--- src/rtl/pwm_meter_pkg.sv ---
package pwm_meter_pkg;

    typedef enum logic [0:0] {
        STRM_RISE = 1'b0,
        STRM_FALL = 1'b1
    } strm_e;

    localparam int unsigned NUM_STRM = 2;

    function automatic int unsigned win_cnt_width(input int unsigned log2n);
        return (log2n > 0) ? log2n : 1;
    endfunction

endpackage

--- src/rtl/pm_free_timer.sv ---
module pm_free_timer #(
    parameter int unsigned W = 16
) (
    input  logic         clk,
    input  logic         rst_n,
    output logic [W-1:0] cnt_o
);

    typedef struct packed {
        logic [W-1:0] cnt;
    } tmr_s;

    tmr_s s_d, s_q;

    always_comb begin
        s_d     = s_q;
        s_d.cnt = s_q.cnt + W'(1);
    end

    always_ff @(posedge clk or negedge rst_n) begin
        if (!rst_n) s_q <= '0;
        else        s_q <= s_d;
    end

    assign cnt_o = s_q.cnt;


    timer_step_chk: assert property (@(posedge clk) disable iff (!rst_n)
        $past(rst_n) |-> (s_q.cnt - $past(s_q.cnt)) == W'(1));

endmodule

--- src/rtl/pm_edge_meas.sv ---
module pm_edge_meas #(
    parameter int unsigned W = 16
) (
    input  logic         clk,
    input  logic         rst_n,
    input  logic [W-1:0] cnt_i,
    input  logic         rise_i,
    input  logic         fall_i,
    output logic [W-1:0] high_o,
    output logic [W-1:0] period_o,
    output logic         valid_o,
    output logic         err_o,
    output logic         ovf_o
);

    typedef struct packed {
        logic         primed;
        logic [W-1:0] rise_ts;
        logic [W-1:0] fall_ts;
        logic         fall_seen;
        logic         lap;
        logic         out_valid;
        logic         out_err;
        logic         out_ovf;
        logic [W-1:0] out_high;
        logic [W-1:0] out_period;
    } meas_s;

    meas_s s_d, s_q;
    logic  hit;
    logic  lap_now;

    always_comb begin
        // the counter returning to the stored rising time means a full lap elapsed
        hit     = s_q.primed && (cnt_i == s_q.rise_ts);
        lap_now = s_q.lap | hit;
        s_d           = s_q;
        s_d.out_valid = 1'b0;
        s_d.out_err   = 1'b0;
        s_d.out_ovf   = 1'b0;
        if (rise_i) begin
            if (s_q.primed) begin
                s_d.out_valid  = 1'b1;
                s_d.out_period = cnt_i - s_q.rise_ts;
                s_d.out_ovf    = lap_now;
                if (s_q.fall_seen) begin
                    s_d.out_high = s_q.fall_ts - s_q.rise_ts;
                end else begin
                    s_d.out_high = '0;
                    s_d.out_err  = 1'b1;
                end
            end
            s_d.primed    = 1'b1;
            s_d.rise_ts   = cnt_i;
            s_d.fall_seen = 1'b0;
            s_d.lap       = 1'b0;
        end else begin
            s_d.lap = lap_now;
            if (fall_i && s_q.primed && !s_q.fall_seen) begin
                s_d.fall_ts   = cnt_i;
                s_d.fall_seen = 1'b1;
            end
        end
    end

    always_ff @(posedge clk or negedge rst_n) begin
        if (!rst_n) s_q <= '0;
        else        s_q <= s_d;
    end

    assign high_o   = s_q.out_high;
    assign period_o = s_q.out_period;
    assign valid_o  = s_q.out_valid;
    assign err_o    = s_q.out_err;
    assign ovf_o    = s_q.out_ovf;


    meas_after_rise_chk: assert property (@(posedge clk) disable iff (!rst_n)
        valid_o |-> $past(rise_i));


    unprimed_quiet_chk: assert property (@(posedge clk) disable iff (!rst_n)
        !s_q.primed |=> !valid_o);


    err_zero_high_chk: assert property (@(posedge clk) disable iff (!rst_n)
        err_o |-> (valid_o && high_o == '0));


    high_in_period_chk: assert property (@(posedge clk) disable iff (!rst_n)
        (valid_o && !err_o && !ovf_o) |-> (high_o != '0 && high_o < period_o));

endmodule

--- src/rtl/pm_edge_avg.sv ---
module pm_edge_avg #(
    parameter int unsigned W        = 16,
    parameter int unsigned AVG_LOG2 = 3
) (
    input  logic         clk,
    input  logic         rst_n,
    input  logic [W-1:0] cnt_i,
    input  logic         edge_i,
    output logic [W-1:0] avg_o,
    output logic         valid_o,
    output logic         ovf_o
);

    import pwm_meter_pkg::*;

    localparam int unsigned ACC_W = W + AVG_LOG2;
    localparam int unsigned CW    = win_cnt_width(AVG_LOG2);
    localparam int unsigned N     = 1 << AVG_LOG2;

    typedef struct packed {
        logic             primed;
        logic [W-1:0]     last_ts;
        logic [ACC_W-1:0] acc;
        logic [CW-1:0]    cnt;
        logic             lap;
        logic             out_valid;
        logic             out_ovf;
        logic [W-1:0]     out_avg;
    } avg_s;

    avg_s             s_d, s_q;
    logic             hit;
    logic             lap_now;
    logic [W-1:0]     delta;
    logic [ACC_W-1:0] sum;

    always_comb begin
        hit     = s_q.primed && (cnt_i == s_q.last_ts);
        lap_now = s_q.lap | hit;
        delta   = cnt_i - s_q.last_ts;
        sum     = s_q.acc + ACC_W'(delta);
        s_d           = s_q;
        s_d.out_valid = 1'b0;
        s_d.out_ovf   = 1'b0;
        s_d.lap       = lap_now;
        if (edge_i) begin
            s_d.last_ts = cnt_i;
            if (!s_q.primed) begin
                s_d.primed = 1'b1;
                s_d.acc    = '0;
                s_d.cnt    = '0;
                s_d.lap    = 1'b0;
            end else if (s_q.cnt == CW'(N - 1)) begin
                s_d.out_valid = 1'b1;
                s_d.out_avg   = sum[ACC_W-1:AVG_LOG2];
                s_d.out_ovf   = lap_now;
                s_d.acc       = '0;
                s_d.cnt       = '0;
                s_d.lap       = 1'b0;
            end else begin
                s_d.acc = sum;
                s_d.cnt = s_q.cnt + CW'(1);
            end
        end
    end

    always_ff @(posedge clk or negedge rst_n) begin
        if (!rst_n) s_q <= '0;
        else        s_q <= s_d;
    end

    assign avg_o   = s_q.out_avg;
    assign valid_o = s_q.out_valid;
    assign ovf_o   = s_q.out_ovf;


    avg_after_edge_chk: assert property (@(posedge clk) disable iff (!rst_n)
        valid_o |-> $past(edge_i));


    window_restart_chk: assert property (@(posedge clk) disable iff (!rst_n)
        valid_o |-> (s_q.cnt == '0 && s_q.acc == '0));


    ovf_with_valid_chk: assert property (@(posedge clk) disable iff (!rst_n)
        ovf_o |-> valid_o);

endmodule

--- src/rtl/pwm_meter.sv ---
module pwm_meter #(
    parameter int unsigned W        = 16,
    parameter int unsigned AVG_LOG2 = 3
) (
    input  logic         clk,
    input  logic         rst_n,
    input  logic         rise_i,
    input  logic         fall_i,
    output logic [W-1:0] high_time_o,
    output logic [W-1:0] period_o,
    output logic         meas_valid_o,
    output logic         meas_err_o,
    output logic         meas_ovf_o,
    output logic [W-1:0] avg_rise_o,
    output logic         avg_rise_valid_o,
    output logic         avg_rise_ovf_o,
    output logic [W-1:0] avg_fall_o,
    output logic         avg_fall_valid_o,
    output logic         avg_fall_ovf_o
);

    import pwm_meter_pkg::*;

    logic [W-1:0] cnt;
    logic [W-1:0] avg_val   [NUM_STRM];
    logic         avg_valid [NUM_STRM];
    logic         avg_ovf   [NUM_STRM];

    pm_free_timer #(.W(W)) i_timer (
        .clk   (clk),
        .rst_n (rst_n),
        .cnt_o (cnt)
    );

    pm_edge_meas #(.W(W)) i_meas (
        .clk      (clk),
        .rst_n    (rst_n),
        .cnt_i    (cnt),
        .rise_i   (rise_i),
        .fall_i   (fall_i),
        .high_o   (high_time_o),
        .period_o (period_o),
        .valid_o  (meas_valid_o),
        .err_o    (meas_err_o),
        .ovf_o    (meas_ovf_o)
    );

    for (genvar g = 0; g < NUM_STRM; g++) begin : g_avg
        localparam strm_e KIND = strm_e'(g);
        logic strobe;
        assign strobe = (KIND == STRM_RISE) ? rise_i : fall_i;

        pm_edge_avg #(.W(W), .AVG_LOG2(AVG_LOG2)) i_avg (
            .clk     (clk),
            .rst_n   (rst_n),
            .cnt_i   (cnt),
            .edge_i  (strobe),
            .avg_o   (avg_val[g]),
            .valid_o (avg_valid[g]),
            .ovf_o   (avg_ovf[g])
        );
    end

    assign avg_rise_o       = avg_val[STRM_RISE];
    assign avg_rise_valid_o = avg_valid[STRM_RISE];
    assign avg_rise_ovf_o   = avg_ovf[STRM_RISE];
    assign avg_fall_o       = avg_val[STRM_FALL];
    assign avg_fall_valid_o = avg_valid[STRM_FALL];
    assign avg_fall_ovf_o   = avg_ovf[STRM_FALL];

endmodule

--- config.mk ---
export PLATFORM = sky130hd
export DESIGN_NAME = pwm_meter
export DESIGN_NICKNAME = d
export VERILOG_FILES = /design/src/rtl/pwm_meter_pkg.sv /design/src/rtl/pm_free_timer.sv /design/src/rtl/pm_edge_meas.sv /design/src/rtl/pm_edge_avg.sv /design/src/rtl/pwm_meter.sv
export SDC_FILE = /design/constraint.sdc
export NUM_CORES = 1
export LEC_CHECK = 0
export CELL_PAD_IN_SITES_DETAIL_PLACEMENT = 1
export CELL_PAD_IN_SITES_GLOBAL_PLACEMENT = 1
export CORE_UTILIZATION = 47
export CTS_BUF_LIST = sky130_fd_sc_hd__clkbuf_4 sky130_fd_sc_hd__clkbuf_8 sky130_fd_sc_hd__clkbuf_16
export DETAILED_ROUTE_END_ITERATION = 12
export GPL_TIMING_DRIVEN = 1
export MAX_ROUTING_LAYER = met4
export PLACE_DENSITY_LB_ADDON = 0.05
export SLEW_MARGIN = 20
export SYNTH_ARGS = -nofsm -noshare
export SYNTH_HDL_FRONTEND = slang
export SYNTH_HIERARCHICAL = 1
export SYNTH_SLANG_ARGS = --single-unit
export TNS_END_PERCENT = 20
--- constraint.sdc ---
create_clock -name clk -period 5.6 [get_ports clk]
set_clock_uncertainty 0.15 [all_clocks]
set_input_delay 0.56 -clock clk [delete_from_list [all_inputs] [get_ports clk]]
set_output_delay 0.56 -clock clk [all_outputs]
set_load 0.02 [all_outputs]
==> metrics.txt <==
Clock transition at path regs 0.06 ns; 1st-iter DRT viols 733; CP Capture Type register; RSZ-0062 raised after global routing false; final setup TNS 0 ns; I/O Pins 75; Least-Margin Pin Slew 0.932 ns; part of the power in registers 0.332; CP Launch Type register; asr flop ratio synth 1.00; sw frac 0.375; Num CTS Buffers 24; FILL cells 3095; Core Util, Final 0.534; insertion delay to the later sink of the worst-skew pair 0.54 ns; EDFF count, synth 0; global-route wire length before repair 56600 um; endpoints failing setup 0; Inserted Diodes 0; min cycle time layout 4.59 ns; sequential area share after synthesis 0.391; postcts setup bufs 0; clock share of power 0.273; DRC errors left 0; Critical Path Source i_timer/cnt_o[1]$_DFF_PN0_; Slew Viols, Final 0; mean area per synthesized cell 9.13 um2; commonest cells after routing, fill and taps aside 202 x dfrtp_1, 168 x nand2_1, 114 x o21ai_0; fin nets 1536; clock sink total 202; Die ar. 28200 um2; drt first pass iters 4; crit-path cells inv_1 > fa_1 > nor2b_1 > o21a_1 > o21ai_0 > a2111oi_0 > o41a_1 > xor2_1 > ha_1 > and3_1 > nand3_2 > or2_0 > a2111o_1 > and2_4 > o311ai_2; wire length per cell 19.2 um; Std-Cell Rows 60; Reg2Reg Setup Slack 1.01 ns; largest net degree at the start of global routing 152; final WL 34300 um; die height 168 um; Cell Area, Synth 12900 um2; Worst Path Buf+Inv 1; antenna-violating nets left 0; fmax 218 MHz; detailed-placement wirelength estimate 25000 um; area of the multi-input gates 6870 um2; FF+latch count, synth 202; pwr/cell area 409 nW/um2; CTS max path bufs 3; number of I/O port buffers 74; crit-path max cell delay 0.67 ns; synth unique cells 79; Ys Warns 6; leak pwr 6.56 nW; Syn Nets 1527; vias per std cell 5.72; GRT overflow 0; RR Startpoint i_timer/cnt_o[1]$_DFF_PN0_; Die Wd 168 um; max-cap violations 0; area grow syn2layout 11.4%; Arr. time, crit path 4.86 ns; critical-path maximum fanout 12; core area 27000 um2; critical path's top delay family compound AO/OA/AOI/OAI gates; status completed; logic gate share of total power 0.395; most common cell after layout, fill and taps aside dfrtp_1; initial antenna violation count 0; Crit Path Category register to register; CTS tree done; Via Count 10.2k; starting density of the core 0.480; worst path required time 5.86 ns; sw power 2.21 mW; Gate Count Post-Synth 1417; Overall Global Routing Usage 0.257; H-tree levels 1; Hold Fails Final Rpt 0; ys flop type dfrtp_1; slowest CP cell a2111oi_0; Rel. slew slack 0.377; hold_sp i_meas/high_o[11]$_DFFE_PN0P_; share of layout cells above drive strength 1 0.0777; final period utilization 0.820; Root Buffer Master clkbuf_16; Pint 3.68 mW; vias in the first global route 10.5k; VDD IR max 0.000268 V; FF+latch area 5050 um2; RD Place Congestion 0.880; Hold Path Class register to register
## stage by stage
step | power, mW | setup WS (ns) | hold slack (ns) | instance area, um2 | std cells
4_1_cts | 5.95 | 1.02 | 0.329 | 14400 | 1783
6_report | 5.89 | 1.01 | 0.324 | 14400 | 1783
3_5_place_dp | 4.30 | 1.06 | 0.316 | 13600 | 1740
2_1_floorplan | 3.71 | 1.60 | 0.114 | 12900 | 1417
3_3_place_gp | 4.22 | 1.17 | 0.304 | 13600 | 1740
5_1_grt | 6.28 | 0.653 | 0.353 | 14400 | 1783
## tightest hold or removal path: cells and delay by family (launching register included)
kind / cells / cell delay, ns
flip-flops: 1 / 0.34
AND/OR/NAND/NOR: 1 / 0.05
AO/OA/AOI/OAI: 1 / 0.05
## cell type report
cell class	instances	area share
Clock buffer	37	0.0527
Clock inverter	5	0.00382
Inverter	96	0.0250
Multi-Input combinational cell	1011	0.477
Sequential cell	202	0.351
Tap cell	341	0.0296
Timing Repair Buffer	91	0.0612
## synth_stat cells, types with 5 or more instances
library cell	n	area share
buf_4	67	0.039
a21oi_1	79	0.031
dfrtp_1	202	0.39
nand4_1	18	0.0087
nand3_1	37	0.014
o21bai_1	10	0.0058
o22ai_1	9	0.0044
nand2b_1	23	0.011
a211oi_1	11	0.0064
mux2_2	22	0.019
nand2_1	169	0.049
inv_1	96	0.028
mux2i_1	6	0.0046
o21a_1	20	0.012
and3_1	8	0.0039
nor2b_1	11	0.0053
ha_1	100	0.097
xor2_1	41	0.028
fa_1	6	0.0093
xnor2_1	47	0.032
clkbuf_1	33	0.0096
o211ai_1	14	0.0081
nor2_1	72	0.021
o21ai_0	114	0.044
or2_2	7	0.0034
o2bb2ai_1	18	0.012
a31oi_1	11	0.0053
buf_2	5	0.0019
a21o_1	22	0.013
o31ai_1	11	0.0064
o21ai_1	30	0.012
nor3_1	16	0.0062
## power groups by stage
stage	combinational [mW]	clock [mW]	sequential, mW
after global placement	2.25	0	1.97
after floorplan	1.78	0	1.92
after detailed placement	2.32	0	1.98
after CTS	2.34	1.66	1.96
after global routing	2.58	1.71	1.99
final	2.33	1.61	1.96
## cells by family after synthesis
| group | count (synthesis) | synth area share |
|---|---|---|
| buf+inv | 204 | 0.0791 |
| fa+ha+maj | 106 | 0.106 |
| flops | 202 | 0.391 |
| compound gates | 396 | 0.196 |
| xor+xnor | 88 | 0.0596 |
| simple gates | 393 | 0.144 |
| mux | 28 | 0.0238 |
## flip-flops by register name, indices dropped and copies added (netlist names)
signal	cells
g_avg.i_avg/s_q	80
i_meas/s_q	35
g_avg.i_avg/avg_o	32
i_meas/high_o	16
i_meas/period_o	16
i_timer/cnt_o	16
g_avg.i_avg/ovf_o	2
g_avg.i_avg/valid_o	2
i_meas/err_o	1
i_meas/ovf_o	1
i_meas/valid_o	1
## metal layers
metal  vias to the layer above  GRT usage  share of wire  wire length (um)
met5                         -          -              0                 0
met3                        47     0.0287          0.030              1020
met2                       144      0.416           0.47             16100
li1                       4945          -              -                 -
met4                         0     0.0734          0.025               841
met1                      5063      0.342           0.48             16300
## path summary, 6_finish.rpt
| path | to | depth (start not counted) |
|---|---|---|
| hold reg to reg | i_meas/high_o[11]$_DFFE_PN0P_ | 2 |
| setup / recovery | g_avg[0].i_avg/s_q[40]$_DFFE_PN0P_ | 15 |
| hold / removal | i_meas/high_o[11]$_DFFE_PN0P_ | 2 |
| setup reg to reg | g_avg[0].i_avg/s_q[40]$_DFFE_PN0P_ | 15 |
| max in group asynchronous | g_avg[0].i_avg/avg_o[13]$_DFFE_PN0P_ | 3 |
| min in group asynchronous | g_avg[1].i_avg/valid_o$_DFF_PN0_ | 2 |
## repair_timing
action | 4_1_cts | 5_1_grt
gates resized for setup | 0 | 0
hold buffers | 1 | 0
endpoints found under the hold margin | 51 | 0
Power figures use the tool's default switching activity.
